<file path="src/rtl/bbs_pkg.sv">
package bbs_pkg;
    localparam int LANES     = 9;
    localparam int SMP_W     = 18;
    localparam int GAIN_W    = 4;
    localparam int MAX_CH    = 48;
    localparam int MAX_BEATS = 16;
    localparam int WORD_W    = 32;
    localparam int CH_W      = $clog2(MAX_CH);
    localparam int LEN_W     = $clog2(MAX_CH + 1);
    localparam int CLK_W     = $clog2(MAX_BEATS / 2);
    localparam int BEAT_W    = $clog2(MAX_BEATS);

    typedef enum logic [2:0] {
        FMT_BYTE   = 3'd0,
        FMT_BYTE_G = 3'd1,
        FMT_NIB    = 3'd2,
        FMT_NIB_G  = 3'd3,
        FMT_SER    = 3'd4,
        FMT_SER_G  = 3'd5
    } fmt_e;

    typedef enum logic {
        ST_IDLE = 1'b0,
        ST_SEND = 1'b1
    } st_e;

    function automatic fmt_e fmt_clean(input logic [2:0] code);
        return (code > 3'd5) ? FMT_BYTE : fmt_e'(code);
    endfunction

    function automatic logic [LEN_W-1:0] len_clean(input logic [LEN_W-1:0] l);
        if (l == '0)
            return LEN_W'(1);
        else if (l > LEN_W'(MAX_CH))
            return LEN_W'(MAX_CH);
        else
            return l;
    endfunction

    function automatic logic [CLK_W-1:0] last_clk(input fmt_e f);
        case (f)
            FMT_BYTE, FMT_BYTE_G: return CLK_W'(1);
            FMT_NIB, FMT_NIB_G:   return CLK_W'(3);
            default:              return CLK_W'(7);
        endcase
    endfunction
endpackage

</file>
<file path="src/rtl/bbs_beat_pack.sv">
module bbs_beat_pack
    import bbs_pkg::*;
(
    input  fmt_e                              fmt,
    input  logic [SMP_W-1:0]                  s_i,
    input  logic [SMP_W-1:0]                  s_q,
    input  logic [GAIN_W-1:0]                 s_g,
    output logic [MAX_BEATS-1:0][LANES-1:0]   beats
);
    logic [WORD_W-1:0] pk_word;
    logic              gain_fmt;

    always_comb begin
        gain_fmt = (fmt == FMT_NIB_G) || (fmt == FMT_SER_G);
        if (gain_fmt)
            pk_word = {s_i[13:0], s_q[13:0], s_g};
        else
            pk_word = {s_i[15:0], s_q[15:0]};
    end

    for (genvar b = 0; b < MAX_BEATS; b++) begin : g_beat
        logic [LANES-1:0] v_byte;
        logic [LANES-1:0] v_nib;
        logic [LANES-1:0] v_ser;
        logic             v_gbit;
        logic [LANES-1:0] sel;

        if (b < 4) begin : g_byte
            localparam int ODD = (b % 2 == 0) ? 1 : 0;
            logic [SMP_W-1:0] comp;
            assign comp   = (b < 2) ? s_i : s_q;
            assign v_gbit = s_g[GAIN_W-1-b];
            always_comb begin
                for (int k = 0; k < LANES; k++)
                    v_byte[k] = comp[2*k + ODD];
            end
        end else begin : g_nobyte
            assign v_byte = '0;
            assign v_gbit = 1'b0;
        end

        if (b < 8) begin : g_nib
            assign v_nib = {{(LANES-4){1'b0}}, pk_word[WORD_W-1-4*b -: 4]};
        end else begin : g_nonib
            assign v_nib = '0;
        end

        assign v_ser = {{(LANES-2){1'b0}}, pk_word[WORD_W-1-2*b -: 2]};

        always_comb begin
            unique case (fmt)
                FMT_BYTE:           sel = v_byte;
                FMT_BYTE_G:         sel = {v_gbit, v_byte[LANES-2:0]};
                FMT_NIB, FMT_NIB_G: sel = v_nib;
                FMT_SER, FMT_SER_G: sel = v_ser;
                default:            sel = '0;
            endcase
        end

        assign beats[b] = sel;
    end
endmodule

</file>
<file path="src/rtl/bbs_frame_ctl.sv">
module bbs_frame_ctl
    import bbs_pkg::*;
(
    input  logic             clk,
    input  logic             rst_n,
    input  logic             in_valid,
    input  logic [2:0]       fmt_code,
    input  logic [LEN_W-1:0] len_code,
    output logic             in_ready,
    output logic             accept,
    output st_e              state,
    output logic [CLK_W-1:0] clk_idx,
    output logic [CH_W-1:0]  cur_ch,
    output fmt_e             fmt_q
);
    st_e              state_n;
    logic [CH_W-1:0]  next_ch;
    logic [LEN_W-1:0] len_q;
    logic [LEN_W-1:0] len_use;
    logic             on_last;
    logic             frame_start;

    // Output / handshake process
    always_comb begin
        on_last     = (state == ST_SEND) && (clk_idx == last_clk(fmt_q));
        in_ready    = (state == ST_IDLE) || on_last;
        accept      = in_valid && in_ready;
        frame_start = (next_ch == '0);
        len_use     = frame_start ? len_clean(len_code) : len_q;
    end

    // Next-state process
    always_comb begin
        state_n = state;
        unique case (state)
            ST_IDLE: state_n = accept ? ST_SEND : ST_IDLE;
            ST_SEND: begin
                if (on_last)
                    state_n = accept ? ST_SEND : ST_IDLE;
                else
                    state_n = ST_SEND;
            end
            default: state_n = ST_IDLE;
        endcase
    end

    // State register process
    always_ff @(posedge clk) begin
        if (!rst_n) begin
            state   <= ST_IDLE;
            clk_idx <= '0;
            next_ch <= '0;
            cur_ch  <= '0;
            fmt_q   <= FMT_BYTE;
            len_q   <= LEN_W'(1);
        end else begin
            state <= state_n;
            if (accept) begin
                clk_idx <= '0;
                cur_ch  <= next_ch;
                if (next_ch == CH_W'(len_use - 1'b1))
                    next_ch <= '0;
                else
                    next_ch <= next_ch + 1'b1;
                if (frame_start) begin
                    fmt_q <= fmt_clean(fmt_code);
                    len_q <= len_use;
                end
            end else if ((state == ST_SEND) && !on_last) begin
                clk_idx <= clk_idx + 1'b1;
            end
        end
    end

    a_r9_load_starts: assert property (@(posedge clk) disable iff (!rst_n)
        accept |=> (state == ST_SEND) && (clk_idx == '0));

    a_r8_clock_steps: assert property (@(posedge clk) disable iff (!rst_n)
        ((state == ST_SEND) && !on_last && !accept) |=> (clk_idx == CLK_W'($past(clk_idx) + 1'b1)));

    a_r12_fmt_held: assert property (@(posedge clk) disable iff (!rst_n)
        !(accept && frame_start) |=> $stable(fmt_q));

    a_r13_len_range: assert property (@(posedge clk) disable iff (!rst_n)
        (len_q >= LEN_W'(1)) && (len_q <= LEN_W'(MAX_CH)));

    a_r11_ch_in_frame: assert property (@(posedge clk) disable iff (!rst_n)
        (state == ST_SEND) |-> (cur_ch < CH_W'(len_q)));
endmodule

</file>
<file path="src/rtl/bbs_lane_ser.sv">
module bbs_lane_ser
    import bbs_pkg::*;
(
    input  logic             clk,
    input  logic             rst_n,
    input  logic             in_valid,
    output logic             in_ready,
    input  logic [17:0]      in_i,
    input  logic [17:0]      in_q,
    input  logic [3:0]       in_gain,
    input  logic [2:0]       fmt_sel,
    input  logic [5:0]       frame_len,
    output logic [8:0]       lane_rise,
    output logic [8:0]       lane_fall,
    output logic             frame_sync,
    output logic             fclk_rise,
    output logic             fclk_fall
);
    logic                             accept;
    st_e                              state;
    logic [CLK_W-1:0]                 clk_idx;
    logic [CH_W-1:0]                  cur_ch;
    fmt_e                             fmt_q;
    logic [SMP_W-1:0]                 s_i;
    logic [SMP_W-1:0]                 s_q;
    logic [GAIN_W-1:0]                s_g;
    logic [MAX_BEATS-1:0][LANES-1:0]  beats;
    logic [BEAT_W-1:0]                idx_r;
    logic [BEAT_W-1:0]                idx_f;
    logic                             sending;

    bbs_frame_ctl u_ctl (
        .clk      (clk),
        .rst_n    (rst_n),
        .in_valid (in_valid),
        .fmt_code (fmt_sel),
        .len_code (frame_len),
        .in_ready (in_ready),
        .accept   (accept),
        .state    (state),
        .clk_idx  (clk_idx),
        .cur_ch   (cur_ch),
        .fmt_q    (fmt_q)
    );

    always_ff @(posedge clk) begin
        if (!rst_n) begin
            s_i <= '0;
            s_q <= '0;
            s_g <= '0;
        end else if (accept) begin
            s_i <= in_i;
            s_q <= in_q;
            s_g <= in_gain;
        end
    end

    bbs_beat_pack u_pack (
        .fmt   (fmt_q),
        .s_i   (s_i),
        .s_q   (s_q),
        .s_g   (s_g),
        .beats (beats)
    );

    always_comb begin
        sending    = (state == ST_SEND);
        idx_r      = {clk_idx, 1'b0};
        idx_f      = {clk_idx, 1'b1};
        lane_rise  = sending ? beats[idx_r] : '0;
        lane_fall  = sending ? beats[idx_f] : '0;
        frame_sync = sending && (cur_ch == '0);
        fclk_rise  = sending;
        fclk_fall  = 1'b0;
    end

    a_r10_idle_quiet: assert property (@(posedge clk) disable iff (!rst_n)
        !fclk_rise |-> (lane_rise == '0) && (lane_fall == '0) && !frame_sync);

    a_r4_narrow_lanes: assert property (@(posedge clk) disable iff (!rst_n)
        (fclk_rise && (fmt_q != FMT_BYTE) && (fmt_q != FMT_BYTE_G))
            |-> (lane_rise[8:4] == '0) && (lane_fall[8:4] == '0));

    a_r9_no_take_midsample: assert property (@(posedge clk) disable iff (!rst_n)
        (fclk_rise && !in_ready) |=> fclk_rise);
endmodule

</file>
<file path="config.mk">
export PLATFORM = sky130hd
export DESIGN_NAME = bbs_lane_ser
export DESIGN_NICKNAME = d
export VERILOG_FILES = /design/src/rtl/bbs_pkg.sv /design/src/rtl/bbs_beat_pack.sv /design/src/rtl/bbs_frame_ctl.sv /design/src/rtl/bbs_lane_ser.sv
export SDC_FILE = /design/constraint.sdc
export NUM_CORES = 1
export LEC_CHECK = 0
export BUFFER_PORTS_ARGS = -buffer_cell sky130_fd_sc_hd__clkbuf_2
export CAP_MARGIN = 20
export CORE_ASPECT_RATIO = 1.5
export CORE_MARGIN = 2
export CORE_UTILIZATION = 60
export CTS_BUF_LIST = sky130_fd_sc_hd__clkbuf_8
export CTS_CLUSTER_SIZE = 24
export DETAILED_ROUTE_END_ITERATION = 16
export GPL_TIMING_DRIVEN = 0
export HOLD_SLACK_MARGIN = 0.08
export MAX_ROUTING_LAYER = met4
export PLACE_DENSITY = 0.94
export SLEW_MARGIN = 5
export SYNTH_ARGS = -nofsm -noshare
export SYNTH_HDL_FRONTEND = slang
export SYNTH_HIERARCHICAL = 1
export SYNTH_SLANG_ARGS = --single-unit
</file>
<file path="constraint.sdc">
create_clock -name clk -period 3.3 [get_ports clk]
set_input_delay 0 -clock clk [delete_from_list [all_inputs] [get_ports clk]]
set_output_delay 0 -clock clk [all_outputs]
set_load 0.05 [all_outputs]
</file>
==> results.tsv, run 1 <==
stage	metric	value	unit
status	outcome	complete, no violations	
critical_path	Worst Setup End Kind	flop	
drt	Initial DRT Pass Iterations	9	
logic_synthesis	syn avg cell area	8.65	um^2
layout	most common cell after layout, fill and taps aside	mux2i_1	
hold_path	hold depth	2	
drt	vias per cell	5.95	
global_route	M3 GR Usage	6.12	%
clocking	total CTS buffers	9	
die	Starting Density	61.3	%
sta	Period minus WS final	3.08	ns
global_route	met1 Track Usage GR	36.5	%
critical_path	Crit Path Max Fanout	10	
power_and_ir_drop	Worst VDD drop	0.000356	V
die	die width	86.9	um
die	Core ar.	0.0101	mm^2
power_and_ir_drop	PD cells	327	mW/mm^2
place	dpl hpwl	13200	um
global_route	Most Used Layer, Global Route	met2	
sta	setup TNS	0	ns
die	DIE AREA	0.0111	mm^2
sta	Finish-stage setup viols	0	
sta	f_max	325	MHz
die	row count	45	
critical_path	path type of the worst setup path	flop to flop	
layout	final core occ	76.5	%
sta	Rel. slew slack	53.4	%
sta	period utilization	93.2	%
die	I/O Pins	74	
drt	Remaining DRCs	0	
critical_path	Worst path max stage delay	0.46	ns
place	IO Port Bufs	71	
logic_synthesis	EDFF count, synth	0	
clocking	clock-pin slew on the worst setup and hold paths	0.08	ns
clocking	CTS Sinks	65	
drt	WL/cell	18.7	um
place	routability cong.	1.02	
layout	multi-input logic area	0.00411	mm^2
logic_synthesis	Distinct cells, synth	67	
clocking	Clock Path Buffers	2	
logic_synthesis	Synth area leader	dfxtp_1	
run	max-cap viol count	0	
sta	worst setup margin	0.224	ns
layout	Area growth, synth to finish	24.7	%
critical_path	CP bufs+invs	4	
critical_path	crit-path most repeated cell	buf_2	
critical_path	Crit path depth	9	
global_route	grt total ovfl	0	
place	pre-CTS WS	0.133	ns
sta	worst-margin pin slew	0.699	ns
critical_path	Worst path top cell family by delay	buffers and inverters	
layout	Final Cell Area	0.00771	mm^2
logic_synthesis	post-synthesis cell count	715	
global_route	GRT Overall Usage	36.8	%
global_route	pin count of the biggest net entering global routing	17	
sta	Hold Vio Cnt, Final	0	
drt	Post-DRT Antenna Nets	0	
clocking	CTS tree	done	
drt	Routed WL	19600	um
clocking	CTS root buf	clkbuf_8	
power_and_ir_drop	LEAKAGE	0.00316	uW
place	Area after DPL	0.00697	mm^2
sta	clk_skew	0.0161	ns
sta	Slew Viols, Final	0	
logic_synthesis	ys flop type	dfxtp_1	
global_route	initial antenna violation count	1	
layout	Sequential cell area	0.00130	mm^2
global_route	vias in the first global route	6193	
critical_path	CP Data Arrival Time	3.32	ns
clocking	Post-CTS Setup Inserts	0	
drt	via count	6239	
sta	unrepaired setup endpoints after global routing	no	
critical_path	CP max-delay cell	or3b_2	
logic_synthesis	flops & latches, synth	65	
critical_path	CP cell instances	or3b_2 > a21boi_1 > o21ai_2 > inv_1 > buf_2 > clkbuf_1 > buf_2 > mux2i_1 > nor2b_1	
clocking	Clk Latency, worst-skew pair	0.36	ns
layout	share of cells above drive strength 1	27.0	%
critical_path	worst endpoint required time	3.54	ns
global_route	met2 Use GR	62.1	%
logic_synthesis	Netlist Area Pre-Place	0.00618	mm^2
hold_path	Worst Hold Class	flop to flop	
critical_path	Reg2Reg Depth	9	
logic_synthesis	sequential fraction of the synthesis area	21.0	%
critical_path	Worst Setup Start Kind	flop	
layout	nets@finish	980	
global_route	first-pass GRT wire length	30700	um
die	die height	128	um
logic_synthesis	YS warnings	6	
logic_synthesis	top post-synthesis cells by area	dfxtp_1 (21%), mux2i_1 (15%), buf_4 (11%), nor2b_1 (4.4%), mux4_1 (3.8%)	
drt	Initial DRC Count	917	
clocking	CTS H-tree lvls	3	
logic_synthesis	top cell type's share of synthesized area	21.0	%
layout	Fillers	693	
layout	most frequent cells in the layout	mux2i_1 (91), buf_4 (88), conb_1 (77)	
logic_synthesis	FFs w/ async S/R, synth	0	%
==> what timing repair did <==
action	in CTS	in global routing
hold buffers	53	0
gates resized for setup	0	2
endpoints found under the setup margin	0	41
hold endpoints to repair	53	0
==> worst min-delay path: cells and delay by family (launching register included) <==
family	cells	cell delay (ns)
DFF	1	0.31
and+or+nand+nor	1	0.05
AOI/OAI and AO/OA	1	0.05
==> final timing paths <==
kind                    from  slack [ns]         endpoint
max reg2reg   u_ctl/fmt_q[1]        0.22           s_i[5]
min          u_ctl/cur_ch[0]        0.46  u_ctl/cur_ch[0]
min reg2reg  u_ctl/cur_ch[0]        0.46  u_ctl/cur_ch[0]
max           u_ctl/fmt_q[1]        0.22           s_i[5]
==> sequential cells by signal (all words and copies together), names as in the netlist <==
signal / count
u_ctl/cur_ch: 6
s_i: 18
u_ctl/fmt_q: 3
u_ctl/state: 1
s_g: 4
u_ctl/next_ch: 6
u_ctl/len_q: 6
s_q: 18
u_ctl/clk_idx: 3
==> kinds of logic after synthesis <==
logic type	share of synthesized area, %
fa+ha+maj	0.769
buf+inv	17.1
xor+xnor	0.708
other cells	0.121
compound gates	17.6
mux	25.1
simple gates	17.5
flops	21.0
==> report_power, final <==
part / internal, uW / switching (uW) / total [uW]
combinational: 402 / 488 / 890
clock: 388 / 329 / 717
sequential: 834 / 78.7 / 913
total: 1620 / 896 / 2520
==> routing by layer <==
| layer | part of all wire (%) | wire length [um] |
|---|---|---|
| met4 | 9.5 | 1860 |
| met3 | 7.0 | 1370 |
| met5 | 0 | 0 |
| met1 | 34 | 6590 |
| met2 | 50 | 9760 |
==> per-stage QoR <==
| stage | std cells | power (uW) | hold slack (ns) |
|---|---|---|---|
| CTS | 1047 | 2470 | 0.427 |
| finish | 1048 | 2520 | 0.459 |
| global route | 1048 | 2620 | 0.472 |
| global placement | 978 | 1700 | 0.244 |
| floorplan | 790 | 1520 | 0.0889 |
| detailed placement | 978 | 1720 | 0.249 |
==> synth_stat cells, types with 11 or more instances <==
master	instances
a211oi_1	16
a21oi_1	24
a221oi_1	11
and2_1	19
buf_2	14
buf_4	88
clkbuf_1	12
dfxtp_1	65
inv_1	29
mux2_2	18
mux2i_1	91
nand2_1	51
nand3_1	22
nor2_1	36
nor2b_1	43
o21ai_0	29
o21ai_1	17
==> layout make-up <==
type	count	share of cell area, %
Multi-Input combinational cell	568	53.3
Sequential cell	65	16.9
Buffer	128	12.3
Timing Repair Buffer	124	11.5
Clock buffer	11	1.96
Tap cell	117	1.90
Inverter	29	1.41
Clock inverter	5	0.714
Antenna cell	1	0.0325
Power figures use the tool's default switching activity.
==> run 2: changes to the inputs <==
- MAX_ROUTING_LAYER: met4 -> unset
==> run 2 against run 1 <==
Net effect: cell count decreased by 0.29%; via count about the same; setup slack improved by 0.088 ns; critical path type is now flop to output port.
==> results.tsv, run 2 (synthesized netlist as in run 1, its figures left out) <==
stage	metric	value	unit
sta	Hold Vio Cnt, Final	0	
global_route	vias in the first global route	6298	
sta	period utilization	90.5	%
power_and_ir_drop	Internal Pwr Total	1540	uW
sta	worst-margin pin slew	0.678	ns
die	row count	45	
sta	setup TNS	0	ns
power_and_ir_drop	clock power share	25.5	%
drt	Initial DRC Count	844	
clocking	CTS tree	done	
critical_path	Worst Setup End Kind	output port	
layout	nets@finish	978	
clocking	CTS H-tree lvls	3	
place	pre-CTS WS	0.147	ns
sta	Rel. slew slack	54.8	%
global_route	first-pass GRT wire length	31100	um
drt	Post-DRT Antenna Nets	0	
global_route	pin count of the biggest net entering global routing	17	
hold_path	Worst Hold Class	input pin to flop	
sta	clk_skew	0.0216	ns
layout	Area growth, synth to finish	24.0	%
sta	f_max	335	MHz
layout	most frequent cells in the layout	mux2i_1 (91), buf_4 (88), conb_1 (77)	
status	outcome	complete, no violations	
drt	WL/cell	19.1	um
layout	Antenna diodes	0	
critical_path	Worst Setup Start Kind	flop	
clocking	Post-CTS Setup Inserts	0	
layout	Fillers	684	
sta	worst hold margin	0.0962	ns
power_and_ir_drop	LEAKAGE	0.00315	uW
place	placed cell count	978	
layout	Sequential cell area	0.00130	mm^2
critical_path	CP Data Arrival Time	2.99	ns
place	IO Port Bufs	71	
power_and_ir_drop	PD cells	317	mW/mm^2
critical_path	Crit Path Max Fanout	10	
layout	Largest regs	s_i x18, s_q x18	
drt	Remaining DRCs	0	
clocking	clock-pin slew on the worst setup and hold paths	0.07	ns
die	Core ar.	0.0101	mm^2
drt	via count	6234	
critical_path	path type of the worst setup path	flop to output port	
die	I/O Pins	74	
power_and_ir_drop	logic gate share of total power	36.9	%
die	Starting Density	61.3	%
layout	final core occ	76.0	%
sta	Finish-stage setup viols	0	
clocking	CTS Sinks	65	
sta	Slew Viols, Final	0	
power_and_ir_drop	switch share	36.8	%
global_route	GRT Overall Usage	36.5	%
global_route	initial antenna violation count	1	
power_and_ir_drop	Flop pwr share	37.5	%
sta	Period minus WS final	2.99	ns
layout	multi-input logic area	0.00411	mm^2
die	die width	86.9	um
drt	vias per cell	5.97	
power_and_ir_drop	Psw	894	uW
sta	unrepaired setup endpoints after global routing	no	
place	routability cong.	0.960	
clocking	total CTS buffers	9	
critical_path	worst endpoint required time	3.30	ns
drt	Routed WL	20000	um
clocking	Clock Path Buffers	2	
run	max-cap viol count	0	
sta	worst setup margin	0.312	ns
layout	Non-Filler Instances	1045	
power_and_ir_drop	Worst VDD drop	0.000273	V
drt	Initial DRT Pass Iterations	9	
clocking	Clk Latency, worst-skew pair	0.37	ns
global_route	grt total ovfl	0	
clocking	CTS root buf	clkbuf_8	
layout	share of cells above drive strength 1	26.8	%
place	dpl hpwl	13400	um
die	DIE AREA	0.0111	mm^2
layout	most common cell after layout, fill and taps aside	mux2i_1	
die	die height	128	um
==> run 2: cell count changes in the layout (fill, tap and decap cells not counted) <==
| cell | delta |
|---|---|
| inv_1 | +2 |
| a21boi_0 | +1 |
| a21boi_1 | -1 |
| buf_2 | -1 |
| bufinv_16 | -1 |
| clkbuf_1 | -1 |
| clkbuf_4 | +1 |
| clkinv_4 | -1 |
| diode_2 | -1 |
| dlygate4sd3_1 | -1 |
==> run 2: final timing paths <==
kind                    start              end  slack (ns)  depth (start not counted)
min reg2reg   u_ctl/cur_ch[1]  u_ctl/cur_ch[1]        0.46                          2
max reg2reg  u_ctl/next_ch[1]   u_ctl/fmt_q[0]        0.35                          9
min              frame_len[0]   u_ctl/len_q[0]         0.1                          3
max            u_ctl/fmt_q[0]     lane_rise[0]        0.31                          9
==> run 2: cell type report <==
cell class                 count  area share, %
multi-input combinational    568           53.6
clock inverter                 5          0.310
clock buffer                  11           1.98
tap                          117           1.91
timing repair buffer         123           11.4
inverter                      29           1.42
buffer                       127           12.4
sequential                    65           17.0
==> run 2: repair_timing <==
| action | CTS | global route |
|---|---|---|
| gates resized for setup | 0 | 2 |
| setup endpoints to repair | 0 | 40 |
| hold buffers | 52 | 0 |
| endpoints found under the hold margin | 53 | 0 |
==> run 2: routing by layer <==
metal	GRT usage [%]	vias up	share of wire, %
li1	-	2821	-
met1	35.9	2842	32
met2	62.9	429	50
met3	8.50	140	8.2
met4	31.0	2	9.2
met5	0	-	0.065
==> run 2: critical path: stages (launching register included) <==
cell	delay, ns
dfxtp_1	0.35
buf_6	0.19
buf_8	0.17
buf_12	0.15
mux2i_1	0.13
o21ai_1	0.43
mux4_1	0.31
inv_1	0.06
a221oi_1	0.48
clkbuf_2	0.37
==> run 2: through the flow <==
step,cell area (um^2),total power [uW]
floorplan,6460,1520
global placement,6970,1700
detailed placement,6970,1720
CTS,7660,2370
global route,7660,2530
finish,7660,2430
==> run 2: power by group through the flow <==
stage	clock, uW	combinational (uW)	sequential, uW
5_1_grt	657	955	917
2_1_floorplan	0	624	896
4_1_cts	615	846	907
6_report	621	898	913
3_3_place_gp	0	780	922
3_5_place_dp	0	794	924
